--- src/rtl/fpexc_pkg.sv ---
package fpexc_pkg;

    localparam int unsigned EXC_CLASSES = 6;

    // Per-class event state
    typedef enum logic {
        EV_CLEAR   = 1'b0,
        EV_LATCHED = 1'b1
    } ev_state_e;

    // Mask update selected by the bus decoder
    typedef enum logic [1:0] {
        MASK_HOLD = 2'd0,
        MASK_LOAD = 2'd1,
        MASK_SET  = 2'd2,
        MASK_CLR  = 2'd3
    } mask_op_e;

endpackage

--- src/rtl/fpexc_event_cell.sv ---
module fpexc_event_cell
    import fpexc_pkg::*;
(
    input  logic clk_i,
    input  logic rst_ni,
    input  logic exc_i,
    input  logic sw_wr_i,
    input  logic sw_val_i,
    output logic evt_o
);

    logic      exc_q;
    logic      rise;
    ev_state_e st_q;
    ev_state_e st_d;

    always_ff @(posedge clk_i or negedge rst_ni) begin
        if (!rst_ni) begin
            exc_q <= 1'b0;
        end else begin
            exc_q <= exc_i;
        end
    end

    assign rise = exc_i & ~exc_q;

    // State register
    always_ff @(posedge clk_i or negedge rst_ni) begin
        if (!rst_ni) begin
            st_q <= EV_CLEAR;
        end else begin
            st_q <= st_d;
        end
    end

    // Next state: a hardware edge outranks a software clear
    always_comb begin
        st_d = st_q;
        unique case (st_q)
            EV_CLEAR: begin
                if (rise || (sw_wr_i && sw_val_i)) begin
                    st_d = EV_LATCHED;
                end
            end
            EV_LATCHED: begin
                if (!rise && sw_wr_i && !sw_val_i) begin
                    st_d = EV_CLEAR;
                end
            end
        endcase
    end

    // Output
    always_comb begin
        evt_o = (st_q == EV_LATCHED);
    end

endmodule

--- src/rtl/fpexc_mask_reg.sv ---
module fpexc_mask_reg
    import fpexc_pkg::*;
#(
    parameter int unsigned WIDTH = EXC_CLASSES
) (
    input  logic             clk_i,
    input  logic             rst_ni,
    input  mask_op_e         op_i,
    input  logic [WIDTH-1:0] wbits_i,
    output logic [WIDTH-1:0] mask_o
);

    logic [WIDTH-1:0] mask_q;
    logic [WIDTH-1:0] mask_d;

    always_comb begin
        mask_d = mask_q;
        unique case (op_i)
            MASK_HOLD: mask_d = mask_q;
            MASK_LOAD: mask_d = wbits_i;
            MASK_SET:  mask_d = mask_q | wbits_i;
            MASK_CLR:  mask_d = mask_q & ~wbits_i;
        endcase
    end

    always_ff @(posedge clk_i or negedge rst_ni) begin
        if (!rst_ni) begin
            mask_q <= '0;
        end else begin
            mask_q <= mask_d;
        end
    end

    assign mask_o = mask_q;

endmodule

--- src/rtl/fpexc_bus_decode.sv ---
module fpexc_bus_decode
    import fpexc_pkg::*;
#(
    parameter int unsigned NUM_EXC   = EXC_CLASSES,
    parameter int unsigned ADDR_W    = 12,
    parameter int unsigned DATA_W    = 32,
    parameter int unsigned EVT_BASE  = 32'h100,
    parameter int unsigned MASK_BASE = 32'h300
) (
    input  logic               wr_i,
    input  logic [ADDR_W-1:0]  addr_i,
    input  logic [NUM_EXC-1:0] evt_i,
    input  logic [NUM_EXC-1:0] mask_i,
    output logic [NUM_EXC-1:0] evt_wr_o,
    output mask_op_e           mask_op_o,
    output logic [DATA_W-1:0]  rd_word_o
);

    localparam logic [ADDR_W-1:0] OFS_LOAD = ADDR_W'(MASK_BASE);
    localparam logic [ADDR_W-1:0] OFS_SET  = ADDR_W'(MASK_BASE + 4);
    localparam logic [ADDR_W-1:0] OFS_CLR  = ADDR_W'(MASK_BASE + 8);

    logic [NUM_EXC-1:0] evt_hit;
    logic               mask_hit;

    for (genvar k = 0; k < NUM_EXC; k++) begin : g_evt_hit
        assign evt_hit[k] = (addr_i == ADDR_W'(EVT_BASE + 4 * k));
    end

    assign mask_hit = (addr_i == OFS_LOAD) || (addr_i == OFS_SET) || (addr_i == OFS_CLR);
    assign evt_wr_o = wr_i ? evt_hit : '0;

    always_comb begin
        mask_op_o = MASK_HOLD;
        if (wr_i) begin
            if (addr_i == OFS_LOAD) begin
                mask_op_o = MASK_LOAD;
            end else if (addr_i == OFS_SET) begin
                mask_op_o = MASK_SET;
            end else if (addr_i == OFS_CLR) begin
                mask_op_o = MASK_CLR;
            end
        end
    end

    always_comb begin
        rd_word_o = '0;
        for (int k = 0; k < NUM_EXC; k++) begin
            if (evt_hit[k]) begin
                rd_word_o[0] = evt_i[k];
            end
        end
        if (mask_hit) begin
            rd_word_o[NUM_EXC-1:0] = mask_i;
        end
    end

endmodule

--- src/rtl/fpexc_irq_ctrl.sv ---
module fpexc_irq_ctrl
    import fpexc_pkg::*;
#(
    parameter int unsigned NUM_EXC   = EXC_CLASSES,
    parameter int unsigned ADDR_W    = 12,
    parameter int unsigned DATA_W    = 32,
    parameter int unsigned EVT_BASE  = 32'h100,
    parameter int unsigned MASK_BASE = 32'h300
) (
    input  logic               clk_i,
    input  logic               rst_ni,
    input  logic [NUM_EXC-1:0] exc_i,
    input  logic               bus_wr_i,
    input  logic               bus_rd_i,
    input  logic [ADDR_W-1:0]  bus_addr_i,
    input  logic [DATA_W-1:0]  bus_wdata_i,
    output logic [DATA_W-1:0]  bus_rdata_o,
    output logic               irq_o
);

    logic [NUM_EXC-1:0] evt_vec;
    logic [NUM_EXC-1:0] mask_vec;
    logic [NUM_EXC-1:0] evt_wr;
    mask_op_e           mask_op;
    logic [DATA_W-1:0]  rd_word;
    logic [DATA_W-1:0]  rdata_q;
    logic               irq_q;
    logic               unused_wdata;

    assign unused_wdata = ^bus_wdata_i[DATA_W-1:NUM_EXC];

    fpexc_bus_decode #(
        .NUM_EXC  (NUM_EXC),
        .ADDR_W   (ADDR_W),
        .DATA_W   (DATA_W),
        .EVT_BASE (EVT_BASE),
        .MASK_BASE(MASK_BASE)
    ) decode_i (
        .wr_i     (bus_wr_i),
        .addr_i   (bus_addr_i),
        .evt_i    (evt_vec),
        .mask_i   (mask_vec),
        .evt_wr_o (evt_wr),
        .mask_op_o(mask_op),
        .rd_word_o(rd_word)
    );

    for (genvar k = 0; k < NUM_EXC; k++) begin : g_evt
        fpexc_event_cell cell_i (
            .clk_i   (clk_i),
            .rst_ni  (rst_ni),
            .exc_i   (exc_i[k]),
            .sw_wr_i (evt_wr[k]),
            .sw_val_i(bus_wdata_i[0]),
            .evt_o   (evt_vec[k])
        );
    end

    fpexc_mask_reg #(
        .WIDTH(NUM_EXC)
    ) mask_i (
        .clk_i  (clk_i),
        .rst_ni (rst_ni),
        .op_i   (mask_op),
        .wbits_i(bus_wdata_i[NUM_EXC-1:0]),
        .mask_o (mask_vec)
    );

    always_ff @(posedge clk_i or negedge rst_ni) begin
        if (!rst_ni) begin
            rdata_q <= '0;
            irq_q   <= 1'b0;
        end else begin
            rdata_q <= bus_rd_i ? rd_word : '0;
            irq_q   <= |(evt_vec & mask_vec);
        end
    end

    assign bus_rdata_o = rdata_q;
    assign irq_o       = irq_q;

endmodule

--- config.mk ---
export PLATFORM = sky130hd
export DESIGN_NAME = fpexc_irq_ctrl
export DESIGN_NICKNAME = d
export VERILOG_FILES = /design/src/rtl/fpexc_pkg.sv /design/src/rtl/fpexc_event_cell.sv /design/src/rtl/fpexc_mask_reg.sv /design/src/rtl/fpexc_bus_decode.sv /design/src/rtl/fpexc_irq_ctrl.sv
export SDC_FILE = /design/constraint.sdc
export NUM_CORES = 1
export LEC_CHECK = 0
export BUFFER_PORTS_ARGS = -buffer_cell sky130_fd_sc_hd__buf_4
export CORE_ASPECT_RATIO = 1.5
export CORE_MARGIN = 5
export CORE_UTILIZATION = 30
export DETAILED_ROUTE_END_ITERATION = 16
export MAX_ROUTING_LAYER = met4
export PLACE_DENSITY_LB_ADDON = 0.25
export SLEW_MARGIN = 20
export SYNTH_ARGS = -nofsm -noshare
export SYNTH_HDL_FRONTEND = slang
export SYNTH_HIERARCHICAL = 1
export SYNTH_SLANG_ARGS = --single-unit
--- constraint.sdc ---
create_clock -name clk_i -period 3.25 [get_ports clk_i]
set_input_delay 0.325 -clock clk_i [delete_from_list [all_inputs] [get_ports clk_i]]
set_output_delay 0.325 -clock clk_i [all_outputs]
set_load 0.01 [all_outputs]
# After elaboration in Yosys (flattened, before gate mapping)
# Cells that the tools add are included.
# classes
n_addsub,0
mul,0
n_div,0
n_lt_le_gt_ge,0
n_eq_ne,12
shift,0
muxes,32
bitwise,22
reduce_logical,35
# ops
cell,count
"== test 12 x 9 -> 1 bit, second input constant",6
"== test 12 x 10 -> 1 bit, second input constant",3
logical AND 1 bit,18
two-way mux 1 bit,18
two-way mux 6 bit,3
case mux 6 bit (3 select lines),1
AND 6 bit,2
NOT 1 bit,12
case mux 1 bit (2 select lines),6
logical OR 1 bit,8
two-way mux 2 bit,4
logical NOT 1 bit,7
AND 1 bit,6
NOT 6 bit,1
bitwise OR 6 bit,1
OR reduction 6 bit,1
"== test 2 bit, second input constant",2
"== test 2 x 1 -> 1 bit, second input constant",1
logical NOT 2 bit,1
# totals
register_bits,25
latch_bits,0
ram_bits,0
rom_bits,0
output_inout_bits,33
n_memories,0

# Logic depth before layout (Yosys ltp)
# logic_depth
word_depth,9
mapped_depth,7
mapped_depth_nobuf,6

# Modules after synthesis
# The synthesis kept the hierarchy.
# modules_own_cells
mod,instances,cells_each,area_per_inst_um2
fpexc_irq_ctrl,1,72,1108.6
fpexc_bus_decode,1,63,432.9
fpexc_event_cell,6,5,68.8
fpexc_mask_reg,1,32,372.9

# Worst setup path after synthesis
# Ideal clock, no wire load.
# synth_path
kind,input -> register
from,input bus_addr_i[1]
to,register mask_i.mask_q[0] (netlist: mask_i/mask_o[0])
setup_time_ns,0.131
t_arrival_ns,1.797
required_time_ns,3.119
path_slack_ns,1.323
cell_stages,7
n_path_buf,1
path_cell_list,nor3_2 -> nand2_1 -> or4_1 -> nor2_1 -> buf_6 -> mux2i_1 -> a22oi_1
# synth_between
elab_chain_cells,7
word_cells_on_any_way,12
classes_between,6 x eq/ne; 5 x mux; 1 x reduce/logical
# synth_rtl
item,line_no,text
start: declaration,fpexc_irq_ctrl.sv:15,"input logic [ADDR_W-1:0] bus_addr_i,"
== test 12 x 10 -> 1 bit,fpexc_bus_decode.sv:40,end else if (addr_i == OFS_CLR) begin
two-way mux 2 bit,fpexc_bus_decode.sv:40,
two-way mux 2 bit,fpexc_bus_decode.sv:38,end else if (addr_i == OFS_SET) begin
two-way mux 2 bit (*),fpexc_bus_decode.sv:36,if (addr_i == OFS_LOAD) begin
two-way mux 2 bit (*),fpexc_bus_decode.sv:35,if (wr_i) begin
named net mask_op[0],fpexc_irq_ctrl.sv:24,mask_op_e mask_op;
== test 2 bit / == test 2 x 1 -> 1 bit (equally long branches),fpexc_mask_reg.sv:18,unique case (op_i)
case mux 6 bit (3 select lines),fpexc_mask_reg.sv:18,
end signal: assignment,fpexc_mask_reg.sv:30,mask_q <= mask_d;
end: declaration,fpexc_mask_reg.sv:13,logic [WIDTH-1:0] mask_q;
# Mark *: on every way through the listed nets, which the timed path passes. The rest lies on a longest branch.
# A chain may end at the register's enable or synchronous reset.

# Worst setup path after layout
# Same ends and word-level chain as after synthesis.

==> results list <==
- Overall die area: slightly below 0.01 mm²
* Number of flops mapped to enable cells by yosys: 0
- Die outline width: 81.9 µm
* Element type at the critical path start: input pin
- Level count of the clock H-tree: 2
* Library cells used by synthesis: 28
* All-layer global routing usage: a little over a tenth
- Remaining global-route overflow: 0
- In the synthesized netlist the async set-or-reset flop fraction comes to 100%.
* DRC violation total after the first TritonRoute iteration: 66
- In this run the critical register-to-register path is launched from g_evt[0].cell_i/evt_o.
* Number of cells traversed by the worst register-to-register path: 5
* Post-CTS sizing: 0
- The number of global-route vias before repair was 1559.
* Starting density of the core: 30.6%
* Worst setup path start: bus_addr_i[1]
- The average instance in the mapped netlist occupies roughly 12 µm².
- Min Tclk post-route: between 2 and 2.5 ns
* Pwr/cell area: between 400 and 500 mW/mm²
- The cell sitting at the root of the clock tree is a clkbuf_16.
- Routability congestion estimate: approximately 0.78
- The count of nets left with antenna violations once routing finished came out at 0.
- Setup TNS Final: 0 ns
- In the final layout, the share of cells above drive strength 1 is 42.7%.
- Total iterations of the first detailed-routing run: 4
* Unrepaired setup endpoints after global routing: no
- The cell area that synthesis handed to floorplanning was 0.00233 mm².
- Pin count of the biggest net entering global routing: 52
- Number of instances in the synthesized netlist: 197
* FP Rows: 39
* YS warnings: 6
- Final worst path period share: about 62%
- Outcome: completed
- Slew at the pin closest to its max-slew limit: roughly 0.64 ns
- Diode count: 0
- Number of nets at the end of the flow: approximately 310
- The final-report max-slew violation count is 0.
- Across the run, the number of max-cap violations was 0.
* Sequential element share of the synthesized area: around 55%
- The slowest stage of the critical path is the or4_1 cell.
- At the worst endpoint, the required time is ~3.5 ns.
- Clock skew on the completed layout was measured at around 0.0043 ns.
* Worst supply voltage drop on vdd: between 0.0003 and 0.0004 V
- Measured along the y axis, the die boundary spans approximately 120 µm.
- In this run the tool buffered the top-level ports with 60 buffer cells.
* Antenna violations before repair: 0
* Number of buffers created by CTS: 5
- Leakage power: about 1.4 nW
* Worst min-delay path class: input pin to asynchronous set/reset pin
* Post-CTS Repair Setup Buffers: 0
* Number of clock sinks seen by CTS: just over 50
* Endpoint kind of the worst setup timing path: flip-flop
- In the routed layout, each cell is associated on average with a via count of ~4.
* Reg-to-reg setup timing slack: ~1.7 ns
- Final setup violation count: 0
- The final layout contains routed wiring with a total length of 4.43 mm.
- First-pass GRT wire length: 7.59 mm
- Flip-flop and latch count after synthesis: 51
* Clk_lat worst skew: around 0.29 ns
- The setup path with the least slack is of type input pin to flip-flop.
- R2r endpoint: bus_rdata_o[0]
- Dominant synthesized flop cell: dfrtp_1
- Upper clock frequency limit: 0.496 GHz
* Clock tree buffer depth: 2
- After detailed routing, the number of remaining DRC violations is 0.
- Peak fanout along the critical path: 7
- The wire-length estimate of the detail-placed layout is roughly 3.3 mm.
* Number of endpoints with negative hold slack in the final report: 0
- TritonCTS built the clock tree.
- The core region is around 0.0076 mm².
- 87 I/O pins were placed.
* Total power consumption of the routed design: about 0.0013 W
- WP data arrival: 2.22 ns
- The worst pin sits at a relative slew slack of between 50% and 60%.
- Walking the worst path, the cells encountered are buf_4, nor3_2, nand2_1, or4_1, nor2_1, inv_1, a22oi_1.
- Layout-stage area growth over the synthesis result: 25.2%
* Via count of the routed design: ~1.5k
* CTS Hold Bufs: 0
- After detailed routing, the average wire length per cell comes to about 12 µm.
* Post-CTS clock slew at the launch and capture registers of the worst setup and hold paths: roughly 0.070 ns
- Worst path max stage delay: 0.56 ns
cells by family (layout without fill, tap and decap cells):
| logic type | after synthesis | count (layout) | share of synthesized area [%] |
|---|---|---|---|
| and+or+nand+nor | 65 | 65 | 18.8 |
| xor gates and xnor gates | 1 | 1 | 0.376 |
| other | 1 | 26 | 0.161 |
| DFF | 51 | 51 | 54.8 |
| muxes | 14 | 14 | 6.56 |
| buffers and inverters | 41 | 79 | 11.6 |
| AOI/OAI and AO/OA | 24 | 24 | 7.69 |
worst max path at each step:
stage | end | slack, ns | depth (start not counted)
global placement | mask_i/mask_o[3] | 0.94 | 7
global route | mask_i/mask_o[4] | 1.09 | 7
finish | mask_i/mask_o[0] | 1.23 | 7
detailed placement | mask_i/mask_o[0] | 0.89 | 7
floorplan | mask_i/mask_o[0] | 1.32 | 7
CTS | mask_i/mask_o[0] | 1.20 | 7
worst max-delay path, delay by kind of cell:
family	cells	cell delay, ns
AND/OR/NAND/NOR	4	1.30
buffers and inverters	2	0.36
AO/OA/AOI/OAI	1	0.23
cell usage after synthesis, types with 2 or more instances:
| cell type | n | area (µm²) |
|---|---|---|
| dfrtp_1 | 51 | 1280 |
| a21bo_2 | 6 | 60.1 |
| and2_2 | 32 | 240 |
| nor2_1 | 7 | 26.3 |
| and2_1 | 5 | 31.3 |
| or2b_1 | 5 | 37.5 |
| mux2i_1 | 13 | 130 |
| nand2_1 | 4 | 15.0 |
| inv_1 | 9 | 33.8 |
| nand2b_1 | 2 | 12.5 |
| buf_6 | 2 | 22.5 |
| clkbuf_2 | 3 | 15.0 |
| buf_4 | 26 | 195 |
| a22oi_1 | 9 | 67.6 |
| o21ai_1 | 6 | 30.0 |
| or4_1 | 2 | 15.0 |
| nor3_1 | 4 | 20.0 |
power by group:
part           internal, W  switching [W]
Combinational    0.0000609      0.0000550
Clock             0.000281       0.000227
Sequential        0.000655     0.00000585
Total             0.000997       0.000288
layout by cell type (no fill, tap or decap):
| cell | instances |
|---|---|
| clkbuf_16 | 5 |
| nor4_2 | 1 |
| clkinv_1 | 1 |
| a32o_1 | 1 |
| nor2_1 | 7 |
| or4_4 | 1 |
| mux2i_1 | 13 |
| dfrtp_1 | 51 |
| nor3_2 | 1 |
| and2_2 | 32 |
| mux4_2 | 1 |
| a21bo_2 | 6 |
| and2_1 | 5 |
| o21ai_0 | 1 |
| or2b_1 | 5 |
| o22ai_1 | 1 |
| a22oi_1 | 9 |
| nor3_1 | 4 |
| or4_1 | 2 |
| clkinv_2 | 3 |
| conb_1 | 26 |
| xnor2_1 | 1 |
| buf_4 | 61 |
| o21ai_1 | 6 |
| nand3_1 | 1 |
| nand2_1 | 4 |
| inv_1 | 9 |
| nand2b_1 | 2 |
registers in the layout, indices dropped and copies added, names as in the netlist:
name	cells
mask_i/mask_o	6
bus_rdata_o	32
irq_o	1
g_evt.cell_i/evt_o	6
g_evt.cell_i/exc_q	6
per-stage QoR:
stage / cells / setup WS (ns) / cell area, µm² / hold WS (ns) / utilization, %
after floorplan: 222 / 1.32 / 2420 / 0.0294 / -
after global placement: 354 / 0.937 / 2770 / 0.393 / 36.4
after detailed placement: 354 / 0.892 / 2770 / 0.401 / 36.4
after CTS: 362 / 1.20 / 2910 / 0.0834 / 38.3
after global routing: 362 / 1.09 / 2910 / 0.121 / 38.3
final: 362 / 1.23 / 2910 / 0.0569 / 38.3
cell type report:
class                   instances  area (µm²)
fillers                       826        4700
flip-flops and latches         51        1280
multi-input cells             130         875
repair buffers                 61         458
well taps                     102         128
clock buffers                   5         125
inverters                      10        37.5
clock inverters                 3        15.0
metal layers:
layer | vias up | GRT usage [%] | wire length [µm]
li1 | 716 | - | -
met1 | 694 | 11.0 | 1590
met2 | 39 | 18.1 | 2510
met3 | 6 | 2.83 | 226
met4 | 0 | 4.68 | 101
met5 | - | - | 0
No activity file was read; power rests on OpenSTA's default activity.
